[src/rtl/dual_tmr_pkg.sv]
package dual_tmr_pkg;
  typedef enum logic [1:0] {
    MODE_DUAL8  = 2'b00,
    MODE_CASC16 = 2'b01,
    MODE_RSV2   = 2'b10,
    MODE_RSV3   = 2'b11
  } tmr_mode_e;
endpackage

[src/rtl/tmr_src_sel.sv]
// Picks one count enable out of a primary source and NTAP taps.
module tmr_src_sel #(
  parameter int NTAP = 3,
  parameter int SW   = $clog2(NTAP + 1)
) (
  input  logic [SW-1:0]   sel,
  input  logic            primary,
  input  logic [NTAP-1:0] taps,
  output logic            tick
);
  logic [NTAP:0] cand;

  assign cand[0] = primary;
  for (genvar g = 0; g < NTAP; g++) begin : g_tap
    assign cand[g+1] = taps[g];
  end

  always_comb begin
    tick = 1'b0;
    if (int'(sel) <= NTAP) tick = cand[sel];
  end
endmodule

[src/rtl/tmr_unit8.sv]
// One up-counter with its compare register.
module tmr_unit8 #(
  parameter int CW = 8
) (
  input  logic          clk,
  input  logic          rst_n,
  input  logic          run,
  input  logic          tick,
  input  logic          auto_rst,
  input  logic          force_clr,
  input  logic          wr_en,
  input  logic [CW-1:0] wr_data,
  output logic [CW-1:0] cnt,
  output logic [CW-1:0] cmp,
  output logic          hit,
  output logic          wrap
);
  logic [CW-1:0] nxt;

  assign nxt  = cnt + {{(CW-1){1'b0}}, tick};
  assign hit  = (nxt == cmp);
  assign wrap = tick && (cnt == {CW{1'b1}});

  always_ff @(posedge clk) begin
    if (!rst_n) begin
      cnt <= '0;
    end else if (!run || force_clr) begin
      cnt <= '0;
    end else if (tick && hit && auto_rst) begin
      cnt <= '0;
    end else begin
      cnt <= nxt;
    end
  end

  always_ff @(posedge clk) begin
    if (!rst_n) begin
      cmp <= '0;
    end else if (wr_en && !run) begin
      cmp <= wr_data;
    end
  end
endmodule

[src/rtl/tmr_evt_out.sv]
// Registers the interrupt pulses and the toggle flip-flop.
module tmr_evt_out (
  input  logic clk,
  input  logic rst_n,
  input  logic lo_evt,
  input  logic hi_evt,
  input  logic tff_en,
  output logic irq_lo,
  output logic irq_hi,
  output logic tff_q
);
  always_ff @(posedge clk) begin
    if (!rst_n) begin
      irq_lo <= 1'b0;
      irq_hi <= 1'b0;
      tff_q  <= 1'b0;
    end else begin
      irq_lo <= lo_evt;
      irq_hi <= hi_evt;
      if (hi_evt && tff_en) tff_q <= ~tff_q;
    end
  end
endmodule

[src/rtl/dual_tmr_top.sv]
module dual_tmr_top #(
  parameter int CW   = 8,
  parameter int NTAP = 3,
  parameter int SW   = $clog2(NTAP + 1)
) (
  input  logic            clk,
  input  logic            rst_n,
  input  logic            run,
  input  logic [1:0]      mode,
  input  logic [SW-1:0]   lo_src,
  input  logic [SW-1:0]   hi_src,
  input  logic            ext_tick,
  input  logic [NTAP-1:0] tap_en,
  input  logic            lo_cmp_we,
  input  logic            hi_cmp_we,
  input  logic [CW-1:0]   cmp_wdata,
  input  logic            tff_en,
  output logic [CW-1:0]   lo_count,
  output logic [CW-1:0]   hi_count,
  output logic            irq_lo,
  output logic            irq_hi,
  output logic            tff_q
);
  import dual_tmr_pkg::*;

  tmr_mode_e     mode_e;
  logic          casc;
  logic          lo_sel_tick, hi_sel_tick;
  logic          lo_tick, hi_tick;
  logic          lo_hit, hi_hit, lo_wrap, hi_wrap;
  logic          lo_match_ev, hi_match_ev, joint_match;
  logic [CW-1:0] lo_cmp_q, hi_cmp_q;

  assign mode_e = tmr_mode_e'(mode);
  assign casc   = (mode_e == MODE_CASC16);

  tmr_src_sel #(.NTAP(NTAP), .SW(SW)) u_lo_sel (
    .sel(lo_src), .primary(ext_tick), .taps(tap_en), .tick(lo_sel_tick)
  );

  assign lo_tick     = run && lo_sel_tick;
  assign lo_match_ev = lo_tick && lo_hit;

  tmr_src_sel #(.NTAP(NTAP), .SW(SW)) u_hi_sel (
    .sel(hi_src), .primary(lo_match_ev), .taps(tap_en), .tick(hi_sel_tick)
  );

  // In cascade mode the high count enable is the low carry-out.
  assign hi_tick     = casc ? lo_wrap : (run && hi_sel_tick);
  assign joint_match = casc && lo_tick && lo_hit && hi_hit;
  assign hi_match_ev = casc ? joint_match : (hi_tick && hi_hit);

  tmr_unit8 #(.CW(CW)) u_lo (
    .clk(clk), .rst_n(rst_n), .run(run), .tick(lo_tick),
    .auto_rst(!casc), .force_clr(joint_match),
    .wr_en(lo_cmp_we), .wr_data(cmp_wdata),
    .cnt(lo_count), .cmp(lo_cmp_q), .hit(lo_hit), .wrap(lo_wrap)
  );

  tmr_unit8 #(.CW(CW)) u_hi (
    .clk(clk), .rst_n(rst_n), .run(run), .tick(hi_tick),
    .auto_rst(!casc), .force_clr(joint_match),
    .wr_en(hi_cmp_we), .wr_data(cmp_wdata),
    .cnt(hi_count), .cmp(hi_cmp_q), .hit(hi_hit), .wrap(hi_wrap)
  );

  tmr_evt_out u_evt (
    .clk(clk), .rst_n(rst_n),
    .lo_evt(lo_match_ev && !casc), .hi_evt(hi_match_ev), .tff_en(tff_en),
    .irq_lo(irq_lo), .irq_hi(irq_hi), .tff_q(tff_q)
  );

  logic unused_ok;
  assign unused_ok = hi_wrap;
endmodule

[config.mk]
export PLATFORM = sky130hd
export DESIGN_NAME = dual_tmr_top
export DESIGN_NICKNAME = d
export VERILOG_FILES = /design/src/rtl/dual_tmr_pkg.sv /design/src/rtl/tmr_src_sel.sv /design/src/rtl/tmr_unit8.sv /design/src/rtl/tmr_evt_out.sv /design/src/rtl/dual_tmr_top.sv
export SDC_FILE = /design/constraint.sdc
export NUM_CORES = 1
export LEC_CHECK = 0
export BUFFER_PORTS_ARGS = -buffer_cell sky130_fd_sc_hd__buf_2
export CORE_UTILIZATION = 49
export DETAILED_ROUTE_END_ITERATION = 10
export MAX_ROUTING_LAYER = met4
export PLACE_DENSITY = 0.85
export SKIP_LAST_GASP = 1
export SLEW_MARGIN = 20
export SYNTH_ARGS = -nofsm -noshare
export SYNTH_HDL_FRONTEND = slang
export SYNTH_HIERARCHICAL = 1
export SYNTH_SLANG_ARGS = --single-unit
[constraint.sdc]
create_clock -name clk -period 5.5 [get_ports clk]
set_input_delay 0.55 -clock clk [delete_from_list [all_inputs] [get_ports clk]]
set_output_delay 0.55 -clock clk [all_outputs]
set_load 0.1 [all_outputs]
==> out/results.md <==
| Step | Result | Reported |
|:---|:---|:---|
| power | Clock network fraction of design power | 32.8% |
| floorplanning | Effective utilization at floorplan | 50.9% |
| synth | Synthesized netlist cell count | 209 |
| clock tree | Number of clock sinks seen by CTS | 35 |
| power | Gate power share | 18.3% |
| global routing | Vias in the first global route | 1559 |
| power | Peak ir drop on the vdd network | 0.150 mV |
| floorplanning | Full die area | 4410 µm² |
| worst setup path | CP required | 5.66 ns |
| place | Instance area at placement | 2370 µm² |
| sta | Max-slew headroom | 31.4% |
| finish | Storage cell area | 701 µm² |
| detailed routing | Average wire per cell in the routed design | 13.5 µm |
| power | Internal power component | 0.000399 W |
| finish | Fraction of layout cells with a size suffix above 1 | 29.5% |
| finish | Multi-input combinational cell area | 1330 µm² |
| power | Leakage component of the power | 1.14 nW |
| worst setup path | Arrival time of the worst setup path | 5.38 ns |
| global routing | Global-route congestion overflow total | 0 |
| detailed routing | Detailed router's first-iteration violation count | 40 |
| worst setup path | Critical path's largest stage delay | 0.56 ns |
| global routing | Antenna violations before repair | 0 |
| power | Switching power total | 0.000143 W |
| clock tree | H-tree levels | 2 |
| worst setup path | Crit. End Element | register |
| power | Switching Fraction | 26.4% |
| detailed routing | Final antenna-violating net count | 0 |
| place | Cell count after placement | 305 |
| floorplanning | Die Ht | 66.4 µm |
| worst setup path | Critical register-to-register path startpoint | u_lo/cnt[0] |
| power | Pwr per Cell Area | 219 nW/µm² |
| sta | Final number of hold-violating endpoints | 0 |
| worst setup path | Classification of the worst setup path | in2reg |
| place | Buffers added on ports | 42 |
| detailed routing | First drt pass iteration count | 4 |
| power | Total power | 0.000542 W |
| finish | Non-filler instance count after layout | 314 |
| sta | Total setup violations reported at the end of the flow | 0 |
| clock tree | Clock root buffer master | clkbuf_8 |
| hold path | Worst hold path type | reg2reg |
| power | Sequential fraction of design power | 48.9% |
| sta | Final Max Tran Viols | 0 |
| clock tree | Total clock buffers created by CTS | 5 |
| worst setup path | Crit-path cells | buf_2, mux4_2, and2_2, ha_1, and2_2, xnor3_2, or4b_4, nor4b_4, and3_4, mux4_2, nand3_1, nand2_1, ha_1, nand4_1, xnor2_1, or4b_4, nor4b_4, and3_1, and3b_2, nor3b_1 |
| sta | Period utilization | 94.9% |
| clock tree | CTS tree | yes |
| detailed routing | Drt total wl | 4.23 mm |
| finish | Design Area, Final | 2480 µm² |
| floorplanning | Row cnt | 23 |
| hold path | Launch point of the worst hold path | u_evt/tff_q |
| clock tree | CTS clock-pin slew for the worst setup and hold paths | 0.07 ns |
| synth | Total number of yosys warnings | 6 |
| sta | Final worst path period need | 5.22 ns |
| global routing | Maximum number of pins on one net before global-route repair | 23 |
| worst setup path | Largest fanout on the critical path | 8 |
| worst setup path | Critical Path Source | lo_src[0] |
| detailed routing | Routed vias/inst | 5.17 |
| floorplanning | Boundary pin count | 43 |
| sta | Transition at the pin with the smallest max-transition slack | 1.03 ns |
| global routing | Total global routing track utilization | 22.3% |
| place | HPWL after detailed placement | 3.24 mm |
| finish | Net count of the finished layout | 291 |
| floorplanning | Core Region | 4000 µm² |
| sta | Final setup margin | 0.280 ns |
| floorplanning | Width of the die | 66.4 µm |
| finish | Number of fill cells in the layout | 324 |
| synth | Average size of a mapped cell | 9.73 µm² |
| job | Max-cap check violation count | 0 |
| finish | Antenna diode count | 0 |
| global routing | Wire length of the first global-routing pass | 7.04 mm |
| detailed routing | Detailed-route via count | 1622 |
| run status | Status | complete, no violations |
| clock tree | Skew-Pair Late Insertion Delay | 0.29 ns |
| synth | Number of nets in the synthesized netlist | 237 |
| clock tree | CTS max path bufs | 2 |
| finish | Layout-stage area growth over the synthesis result | 21.8% |
| worst setup path | Standard cell with the maximum stage delay on the critical path | or4b_4 |
| sta | Post-Route Skew | 0.00711 ns |
| sta | Highest clock frequency the design can meet | 192 MHz |
| synth | Summed instance area of the synthesized netlist | 2030 µm² |
| detailed routing | Final routed DRC violation total | 0 |
| place | Worst setup slack before clock tree synthesis | -0.125 ns |
| worst setup path | Type of element launching the critical path | primary input |
| place | Routability congestion estimate | 0.900 |
worst paths after layout:
| path | end | slack [ns] | cells past startpoint |
|---|---|---|---|
| max | u_hi/cnt[5] | 0.28 | 20 |
| max reg2reg | u_hi/cnt[5] | 0.91 | 18 |
| min reg2reg | u_evt/tff_q | 0.47 | 2 |
| min | u_evt/tff_q | 0.47 | 2 |
cell type report:
| class | instances | share of cell area, % |
|---|---|---|
| clock buffer | 7 | 3.08 |
| clock inverter | 1 | 0.202 |
| inverter | 3 | 0.454 |
| multi-input combinational | 165 | 53.7 |
| sequential | 35 | 28.3 |
| tap | 50 | 2.52 |
| timing repair buffer | 53 | 11.8 |
metal layers:
metal	global-route usage (%)	wire length (µm)
met5	-	0
met1	26.2	1880
met2	36.6	2030
met3	6.55	248
met4	7.18	74
cells in the final DEF, fill, tap and decap left out, types with 2 or more instances in the layout:
master,n
ha_1,4
nor4b_4,4
nor3b_1,6
and3b_2,2
mux2i_1,15
clkbuf_8,5
nor2_1,18
nand3_1,6
xnor3_1,6
inv_1,2
and2_2,4
clkbuf_1,2
nand4b_1,2
or4b_4,2
buf_2,42
dfxtp_1,35
xnor3_2,2
a21oi_1,3
o21bai_1,2
nand4_1,2
xor2_1,10
nor2b_1,18
nand2_1,32
mux4_2,2
buf_4,11
xnor2_1,16
and2_1,2
nor3_1,2
power groups by stage:
stage               Clock (W)  Sequential (W)  Combinational (W)
floorplan                   0        0.000280          0.0000585
global placement            0        0.000271          0.0000909
detailed placement          0        0.000271          0.0000926
CTS                  0.000183        0.000265          0.0000929
global route         0.000191        0.000266           0.000107
finish               0.000178        0.000265          0.0000992
stage by stage:
stage,hold WS [ns],setup TNS (ns),utilization [%]
after floorplan,0.485,0,-
after global placement,0.454,0,59.2
after detailed placement,0.467,-1.37,59.2
after CTS,0.477,0,61.3
after global routing,0.502,-0.00103,62.0
final,0.473,0,62.0
flip-flops by register name, indices dropped and copies added, names as in the netlist:
name / flops
u_evt/irq_lo: 1
u_hi/cnt: 8
u_lo/cmp: 8
u_evt/tff_q: 1
u_lo/cnt: 8
u_evt/irq_hi: 1
u_hi/cmp: 8
critical path, delay by kind of cell:
family | cells | cell delay [ns]
xor gates and xnor gates | 2 | 0.35
buffers and inverters | 1 | 0.09
adders and majority gates | 2 | 0.40
muxes | 2 | 0.75
and+or+nand+nor | 13 | 3.23
timing repair:
action / CTS / global route
gates resized for setup: 0 / 4
setup endpoints to repair: 0 / 16
endpoints found under the hold margin: 0 / 0
hold buffers: 0 / 0
buffers inserted: 0 / 1
No activity file was read; power rests on OpenSTA's default activity.
